===== src/rtl/gpio_irq_pkg.sv =====
// Package: shared offsets and register-select type for the GPIO interrupt
// detector. Assumes word-aligned byte offsets within a 4 KiB port window.
package gpio_irq_pkg;

    localparam int OFFS_W = 12;

    localparam logic [OFFS_W-1:0] OFFS_SENSE = 12'h404;
    localparam logic [OFFS_W-1:0] OFFS_BOTH  = 12'h408;
    localparam logic [OFFS_W-1:0] OFFS_EVENT = 12'h40C;
    localparam logic [OFFS_W-1:0] OFFS_MASK  = 12'h410;
    localparam logic [OFFS_W-1:0] OFFS_RAW   = 12'h414;
    localparam logic [OFFS_W-1:0] OFFS_MSTAT = 12'h418;
    localparam logic [OFFS_W-1:0] OFFS_CLR   = 12'h41C;

    typedef enum logic [2:0] {
        SEL_NONE,
        SEL_SENSE,
        SEL_BOTH,
        SEL_EVENT,
        SEL_MASK,
        SEL_RAW,
        SEL_MSTAT,
        SEL_CLR
    } reg_sel_e;

endpackage


===== src/rtl/gpio_irq_sync.sv =====
// Module: multi-stage synchronizer for a vector of asynchronous pins.
// Assumes each bit is an independent level; no bus coherence is implied.
module gpio_irq_sync #(
    parameter int WIDTH  = 8,
    parameter int STAGES = 2
) (
    input  logic             clk,
    input  logic             rst_n,
    input  logic [WIDTH-1:0] async_in,
    output logic [WIDTH-1:0] sync_out
);

    localparam int LAST = STAGES - 1;

    logic [WIDTH-1:0] stage_q [STAGES];

    // Shift the pin vector through the flop chain, cleared on reset.
    always_ff @(posedge clk) begin
        if (!rst_n) begin
            for (int s = 0; s < STAGES; s++) begin
                stage_q[s] <= '0;
            end
        end else begin
            stage_q[0] <= async_in;
            for (int s = 1; s < STAGES; s++) begin
                stage_q[s] <= stage_q[s-1];
            end
        end
    end

    assign sync_out = stage_q[LAST];

endmodule


===== src/rtl/gpio_irq_detect.sv =====
// Module: per-pin edge/level detection and raw status storage.
// Assumes cur_lvl is already synchronous to clk. Config inputs come from
// registers; clr_req is a one-cycle write-1-to-clear pulse.
module gpio_irq_detect #(
    parameter int NUM_PINS = 8
) (
    input  logic                clk,
    input  logic                rst_n,
    input  logic [NUM_PINS-1:0] cur_lvl,
    input  logic [NUM_PINS-1:0] cfg_level,
    input  logic [NUM_PINS-1:0] cfg_both,
    input  logic [NUM_PINS-1:0] cfg_event,
    input  logic [NUM_PINS-1:0] clr_req,
    output logic [NUM_PINS-1:0] raw_stat
);

    logic [NUM_PINS-1:0] prev_lvl_q;
    logic [NUM_PINS-1:0] raw_q;

    // Remember the synchronized level from one clock earlier.
    always_ff @(posedge clk) begin
        if (!rst_n) prev_lvl_q <= '0;
        else        prev_lvl_q <= cur_lvl;
    end

    for (genvar p = 0; p < NUM_PINS; p++) begin : g_pin
        logic rise_w, fall_w, edge_hit_w, level_hit_w;

        // Classify this pin's transition and decide if it qualifies.
        always_comb begin
            rise_w      = cur_lvl[p] & ~prev_lvl_q[p];
            fall_w      = ~cur_lvl[p] & prev_lvl_q[p];
            edge_hit_w  = cfg_both[p] ? (rise_w | fall_w)
                                      : (cfg_event[p] ? rise_w : fall_w);
            level_hit_w = (cur_lvl[p] == cfg_event[p]);
        end

        // Update raw status: level mode tracks, edge mode latches until cleared.
        always_ff @(posedge clk) begin
            if (!rst_n) begin
                raw_q[p] <= 1'b0;
            end else if (cfg_level[p]) begin
                raw_q[p] <= level_hit_w;
            end else begin
                raw_q[p] <= edge_hit_w | (raw_q[p] & ~clr_req[p]);
            end
        end

        assert_both_edges_R4: assert property (@(posedge clk) disable iff (!rst_n)
            (!cfg_level[p] && cfg_both[p] && (cur_lvl[p] != prev_lvl_q[p])) |=> raw_q[p]);

        assert_sticky_R8: assert property (@(posedge clk) disable iff (!rst_n)
            (!cfg_level[p] && raw_q[p] && !clr_req[p]) |=> raw_q[p]);

        assert_level_active_R6: assert property (@(posedge clk) disable iff (!rst_n)
            (cfg_level[p] && (cur_lvl[p] == cfg_event[p])) |=> raw_q[p]);

        assert_level_idle_R6: assert property (@(posedge clk) disable iff (!rst_n)
            (cfg_level[p] && (cur_lvl[p] != cfg_event[p])) |=> !raw_q[p]);
    end

    assign raw_stat = raw_q;

endmodule


===== src/rtl/gpio_irq_regs.sv =====
// Module: register file and bus decode for the GPIO interrupt detector.
// Assumes a single-cycle bus request; read data is registered and valid one
// clock after the request. Byte-offset bits below the word are ignored.
module gpio_irq_regs
    import gpio_irq_pkg::*;
#(
    parameter int NUM_PINS = 8,
    parameter int DATA_W   = 32,
    parameter int ADDR_W   = 12
) (
    input  logic                clk,
    input  logic                rst_n,
    input  logic                bus_sel,
    input  logic                bus_wr,
    input  logic [ADDR_W-1:0]   bus_addr,
    input  logic [DATA_W-1:0]   bus_wdata,
    output logic [DATA_W-1:0]   bus_rdata,
    input  logic [NUM_PINS-1:0] raw_stat,
    output logic [NUM_PINS-1:0] cfg_level,
    output logic [NUM_PINS-1:0] cfg_both,
    output logic [NUM_PINS-1:0] cfg_event,
    output logic [NUM_PINS-1:0] cfg_mask,
    output logic [NUM_PINS-1:0] clr_req
);

    localparam int WORD_W = ADDR_W - 2;
    localparam int RSV_W  = DATA_W - NUM_PINS;

    logic                wr_en, rd_en;
    logic [WORD_W-1:0]   word_idx;
    reg_sel_e            sel;
    logic [NUM_PINS-1:0] wr_bits;
    logic [NUM_PINS-1:0] rd_bits;
    logic [NUM_PINS-1:0] level_q, both_q, event_q, mask_q;
    logic                unused_bus_bits;

    assign unused_bus_bits = ^{bus_addr[1:0], bus_wdata[DATA_W-1:NUM_PINS]};

    // Map a word index onto one of the implemented registers.
    function automatic reg_sel_e decode(input logic [WORD_W-1:0] w);
        if      (w == OFFS_SENSE[ADDR_W-1:2]) return SEL_SENSE;
        else if (w == OFFS_BOTH[ADDR_W-1:2])  return SEL_BOTH;
        else if (w == OFFS_EVENT[ADDR_W-1:2]) return SEL_EVENT;
        else if (w == OFFS_MASK[ADDR_W-1:2])  return SEL_MASK;
        else if (w == OFFS_RAW[ADDR_W-1:2])   return SEL_RAW;
        else if (w == OFFS_MSTAT[ADDR_W-1:2]) return SEL_MSTAT;
        else if (w == OFFS_CLR[ADDR_W-1:2])   return SEL_CLR;
        else                                  return SEL_NONE;
    endfunction

    // Split the bus request into read/write strobes and a register select.
    always_comb begin
        wr_en    = bus_sel & bus_wr;
        rd_en    = bus_sel & ~bus_wr;
        word_idx = bus_addr[ADDR_W-1:2];
        sel      = decode(word_idx);
        wr_bits  = bus_wdata[NUM_PINS-1:0];
    end

    // Write the configuration registers; reserved data bits are dropped.
    always_ff @(posedge clk) begin
        if (!rst_n) begin
            level_q <= '0;
            both_q  <= '0;
            event_q <= '0;
            mask_q  <= '0;
        end else if (wr_en) begin
            case (sel)
                SEL_SENSE: level_q <= wr_bits;
                SEL_BOTH:  both_q  <= wr_bits;
                SEL_EVENT: event_q <= wr_bits;
                SEL_MASK:  mask_q  <= wr_bits;
                default: ;
            endcase
        end
    end

    // Produce the one-cycle clear pulse from a write to the clear offset.
    always_comb begin
        clr_req = (wr_en && sel == SEL_CLR) ? wr_bits : '0;
    end

    // Select the implemented bits to return for a read.
    always_comb begin
        case (sel)
            SEL_SENSE: rd_bits = level_q;
            SEL_BOTH:  rd_bits = both_q;
            SEL_EVENT: rd_bits = event_q;
            SEL_MASK:  rd_bits = mask_q;
            SEL_RAW:   rd_bits = raw_stat;
            SEL_MSTAT: rd_bits = raw_stat & mask_q;
            default:   rd_bits = '0;
        endcase
    end

    // Register read data, zero-extended over the reserved bits.
    always_ff @(posedge clk) begin
        if (!rst_n)     bus_rdata <= '0;
        else if (rd_en) bus_rdata <= {{RSV_W{1'b0}}, rd_bits};
        else            bus_rdata <= '0;
    end

    assign cfg_level = level_q;
    assign cfg_both  = both_q;
    assign cfg_event = event_q;
    assign cfg_mask  = mask_q;

    assert_rsvd_zero_R2: assert property (@(posedge clk) disable iff (!rst_n)
        bus_rdata[DATA_W-1:NUM_PINS] == '0);

    assert_clr_reads_zero_R10: assert property (@(posedge clk) disable iff (!rst_n)
        (rd_en && sel == SEL_CLR) |=> (bus_rdata == '0));

    assert_cfg_hold_R3: assert property (@(posedge clk) disable iff (!rst_n)
        !wr_en |=> ($stable(level_q) && $stable(both_q) && $stable(event_q) && $stable(mask_q)));

endmodule


===== src/rtl/gpio_irq_unit.sv =====
// Module: top of the GPIO interrupt detector. Synchronizes the pins, runs
// per-pin detection, hosts the register file and combines the masked
// status into one interrupt request. Assumes one clock domain.
module gpio_irq_unit
    import gpio_irq_pkg::*;
#(
    parameter int NUM_PINS    = 8,
    parameter int DATA_W      = 32,
    parameter int ADDR_W      = OFFS_W,
    parameter int SYNC_STAGES = 2
) (
    input  logic                clk,
    input  logic                rst_n,
    input  logic [NUM_PINS-1:0] pin_in,
    input  logic                bus_sel,
    input  logic                bus_wr,
    input  logic [ADDR_W-1:0]   bus_addr,
    input  logic [DATA_W-1:0]   bus_wdata,
    output logic [DATA_W-1:0]   bus_rdata,
    output logic                irq
);

    logic [NUM_PINS-1:0] pin_sync;
    logic [NUM_PINS-1:0] raw_stat;
    logic [NUM_PINS-1:0] cfg_level, cfg_both, cfg_event, cfg_mask, clr_req;

    gpio_irq_sync #(
        .WIDTH  (NUM_PINS),
        .STAGES (SYNC_STAGES)
    ) u_sync (
        .clk      (clk),
        .rst_n    (rst_n),
        .async_in (pin_in),
        .sync_out (pin_sync)
    );

    gpio_irq_detect #(
        .NUM_PINS (NUM_PINS)
    ) u_detect (
        .clk       (clk),
        .rst_n     (rst_n),
        .cur_lvl   (pin_sync),
        .cfg_level (cfg_level),
        .cfg_both  (cfg_both),
        .cfg_event (cfg_event),
        .clr_req   (clr_req),
        .raw_stat  (raw_stat)
    );

    gpio_irq_regs #(
        .NUM_PINS (NUM_PINS),
        .DATA_W   (DATA_W),
        .ADDR_W   (ADDR_W)
    ) u_regs (
        .clk       (clk),
        .rst_n     (rst_n),
        .bus_sel   (bus_sel),
        .bus_wr    (bus_wr),
        .bus_addr  (bus_addr),
        .bus_wdata (bus_wdata),
        .bus_rdata (bus_rdata),
        .raw_stat  (raw_stat),
        .cfg_level (cfg_level),
        .cfg_both  (cfg_both),
        .cfg_event (cfg_event),
        .cfg_mask  (cfg_mask),
        .clr_req   (clr_req)
    );

    // Combine every masked status bit into the single request line.
    always_comb begin
        irq = |(raw_stat & cfg_mask);
    end

    assert_irq_masked_R9: assert property (@(posedge clk) disable iff (!rst_n)
        (cfg_mask == '0) |-> !irq);

    assert_irq_has_source_R9: assert property (@(posedge clk) disable iff (!rst_n)
        irq |-> (raw_stat != '0));

endmodule


===== config.mk =====
export PLATFORM = sky130hd
export DESIGN_NAME = gpio_irq_unit
export DESIGN_NICKNAME = d
export VERILOG_FILES = /design/src/rtl/gpio_irq_pkg.sv /design/src/rtl/gpio_irq_sync.sv /design/src/rtl/gpio_irq_detect.sv /design/src/rtl/gpio_irq_regs.sv /design/src/rtl/gpio_irq_unit.sv
export SDC_FILE = /design/constraint.sdc
export NUM_CORES = 1
export LEC_CHECK = 0
export ABC_AREA = 1
export BUFFER_PORTS_ARGS = -buffer_cell sky130_fd_sc_hd__buf_4
export CORE_UTILIZATION = 40
export DETAILED_ROUTE_END_ITERATION = 7
export GPL_TIMING_DRIVEN = 0
export SETUP_SLACK_MARGIN = 0.3
export SLEW_MARGIN = 20
export SYNTH_ARGS = -nofsm -noshare
export SYNTH_HDL_FRONTEND = slang
export SYNTH_SLANG_ARGS = --single-unit

===== constraint.sdc =====
create_clock -name clk -period 3.9 [get_ports clk]
set_input_delay 0.78 -clock clk [delete_from_list [all_inputs] [get_ports clk]]
set_output_delay 0.78 -clock clk [all_outputs]
set_load 0.02 [all_outputs]

==> impl_metrics.py <==
metrics = {
    "placed_design": {
        "pre_cts_ws_ns": 1.48,
        "io_buffers": 36,
        "dp_hpwl_um": 6380,
        "place.gp.congestion": 0.865,
    },
    "sta": {
        "hold_viol_final": 0,
        "layout_worst_path_cycle_share_pct": 57.0,
        "fmax_ghz": 0.450,
        "finalClockSkew_ns": 0.00636,
        "hold_slack_ns": 0.415,
        "rsz0062_at_grt": "false",
        "slew_viol_final": 0,
        "period_minus_slack_ns": 2.22,
        "finalSetupViolations": 0,
        "relSlewSlack_pct": 59.2,
        "finalSetupTns_ns": 0,
        "tightest_slew_ns": 0.612,
        "setup_ws_ns": 1.68,
    },
    "clock_tree": {
        "clockBufferDepth": 2,
        "clockRootBuffer": "clkbuf_8",
        "cts.clk_slew.worst_paths_ns": 0.08,
        "cts_resized": 0,
        "clock_latency_ns": 0.35,
        "cts_inserted_buffers": 9,
        "holdBufCountCts": 0,
        "cts_tree": "done",
        "cts_sinks": 72,
        "post-cts-setup-buffers": 0,
        "h-tree-depth": 3,
    },
    "worst_hold_path": {
        "holdPathEnd": "u_sync.stage_q[0][10]$_SDFF_PN0_",
        "hold_path_class": "register to register",
        "hold_depth": 2,
        "hp-start": "u_sync.stage_q[0][2]$_SDFF_PN0_",
    },
    "setup_path": {
        "ff2ff_path_depth": 5,
        "worstPathMaxFanout": 3,
        "reg2reg_slack_ns": 2.73,
        "endpoint_kind": "output port",
        "cp.arrival_ns": 1.44,
        "critical_path_class": "register to output port",
        "regToRegStartpoint": "u_sync.stage_q[0][8]$_SDFF_PN0_",
        "critPathLaunchType": "register",
        "regToRegEndpoint": "u_detect.raw_stat[0]$_SDFF_PN0_",
        "worstPathRequired_ns": 3.12,
    },
    "floorplanning": {
        "die_h_um": 97.3,
        "io_pins": 89,
        "row_count": 34,
        "core_um2": 8760,
        "die_width_um": 97.3,
        "dieArea_um2": 9470,
        "start_util_pct": 41.5,
    },
    "final_layout": {
        "n_antenna_cell": 0,
        "area_growth_syn_to_layout_pct": 19.0,
        "drive_gt1_share_pct": 17.5,
        "nets": 637,
        "final.fill_count": 894,
    },
    "yosys": {
        "synthTopCellsByCount": "inv_1, dfxtp_1, nand2_1",
        "synth_cells": 495,
        "yosys_warnings": 0,
        "synth.most_common_cell": "inv_1",
        "yosysTopAreaCell": "dfxtp_1",
        "syn_area_um2": 3630,
        "ys.flop_type": "dfxtp_1",
        "synth-edff-count": 0,
        "synth-seq-cells": 72,
        "synth.distinct_cells": 31,
        "syn_avg_cell_area_um2": 7.34,
        "async_flop_share_pct": 0,
        "yosys-top-cells-area": "dfxtp_1, inv_1, o21ai_0",
        "synth_top_area_share_pct": 39.7,
        "ys_seq_area_share_pct": 39.7,
    },
    "routing": {
        "drt_iter0_drc": 158,
        "antenna_left": 0,
        "routedWlPerCell_um": 13.1,
        "avgViaCountPerCell": 4.72,
        "dr.pass1.iters": 4,
        "drc": 0,
        "vias": 3201,
        "wirelength_um": 8890,
    },
    "power": {
        "p_leak_uw": 0.00197,
        "p_switching_uw": 379,
        "p_comb_share_pct": 8.9,
        "max-vdd-ir-drop_mv": 0.155,
        "p_int_uw": 1110,
        "clockPowerShare_pct": 40.6,
        "power.switching_fraction_pct": 25.4,
        "p_seq_share_pct": 50.6,
        "p_per_area_nw_per_um2": 345,
    },
    "global_route": {
        "grt_antenna_before_repair": 0,
        "grt_use_total_pct": 19.8,
        "grt_pass1_wl_um": 14400,
        "grt_pass1_vias": 2902,
        "gr-total-overflow": 0,
        "grt_max_degree": 13,
    },
    "outcome": {
        "status": "finished, final reports clean",
    },
    "run": {
        "drv_cap": 0,
    },
}
## power by group through the flow
stage | sequential [uW] | clock, uW | combinational [uW]
floorplan | 771 | 0 | 89.4
global placement | 773 | 0 | 129
detailed placement | 773 | 0 | 132
CTS | 756 | 610 | 132
global route | 757 | 651 | 148
finish | 755 | 606 | 132
## critical path: stages, from the launching register on
cell and delay [ns]:
dfxtp_1 0.33, nand2_1 0.12, nand4_1 0.08, or3_1 0.38
buf_4 0.18
## worst max path at each step
stage,from,endpoint,cells after the start
final,u_detect.raw_stat[4]$_SDFF_PN0_,irq,4
after global routing,u_detect.raw_stat[4]$_SDFF_PN0_,irq,4
after CTS,u_detect.raw_stat[4]$_SDFF_PN0_,irq,4
after detailed placement,bus_addr[4],u_regs.cfg_level[6]$_SDFFE_PN0P_,8
after global placement,bus_addr[4],u_regs.cfg_level[6]$_SDFFE_PN0P_,8
after floorplan,bus_addr[2],u_regs.cfg_both[7]$_SDFFE_PN0P_,8
## state kept, by name (all words and copies together) (netlist names)
register	count
u_regs.cfg_both	8
u_regs.cfg_event	8
u_regs.cfg_mask	8
u_regs.bus_rdata	8
u_regs.cfg_level	8
u_detect.raw_stat	8
u_detect.prev_lvl_q	8
u_sync.stage_q	16
## placed cells by master (no fill, tap or decap)
master	synthesis	layout
nand2_1	70	70
clkbuf_8	0	10
inv_2	1	1
buf_2	3	3
nor2_2	6	6
nor2_1	15	15
buf_4	24	60
clkbuf_1	7	8
clkinv_2	1	3
dfxtp_1	72	72
o21bai_1	1	1
clkinv_4	0	1
o21ai_2	1	1
nor3_1	6	6
o21ai_0	57	57
nand4_1	2	2
nor3b_1	1	1
conb_1	1	24
or2_0	1	1
inv_1	104	104
nand4_4	1	1
clkinvlp_4	0	1
xnor2_1	8	8
nand3_1	9	9
nor2_4	2	2
or3_1	1	1
o21ai_1	3	3
bufinv_16	0	1
buf_6	3	3
nand4_2	1	1
a21oi_1	53	53
nand2_2	4	4
o22ai_1	19	19
ha_1	16	16
a21oi_2	2	2
## final cells by class
type	instances	area, um^2	area share [%]
Multi-Input combinational cell	303	1620	37.6
Clock inverter	5	56.3	1.30
Sequential cell	72	1440	33.3
Clock buffer	11	141	3.27
Buffer	37	255	5.90
Inverter	106	399	9.23
Timing Repair Buffer	36	270	6.25
Tap cell	108	135	3.13
## metal layers
layer	wire, um	share of wire, %	global-route usage (%)
met5	0	0	0
met4	144	1.6	10.7
met3	581	6.5	3.45
met1	4180	47	26.5
met2	3980	45	30.3
## per-stage QoR
stage | total power (uW) | util (%) | instance area, um^2 | instances
2_1_floorplan | 860 | - | 3720 | 518
3_3_place_gp | 902 | 47.1 | 4130 | 662
3_5_place_dp | 905 | 47.1 | 4130 | 662
4_1_cts | 1500 | 49.3 | 4320 | 678
5_1_grt | 1560 | 49.3 | 4320 | 678
6_report | 1490 | 49.3 | 4320 | 678
## logic make-up (layout without fill, tap and decap cells)
group,Yosys count,count (layout),share of synthesized area [%]
AND/OR/NAND/NOR,119,119,15.0
other,1,24,0.103
AO/OA/AOI/OAI,136,136,19.8
adder cells (fa/ha/maj),16,16,5.51
buffers and inverters,143,195,18.0
flip-flops,72,72,39.7
XOR/XNOR,8,8,1.93
No activity file was read; power rests on OpenSTA's default activity.
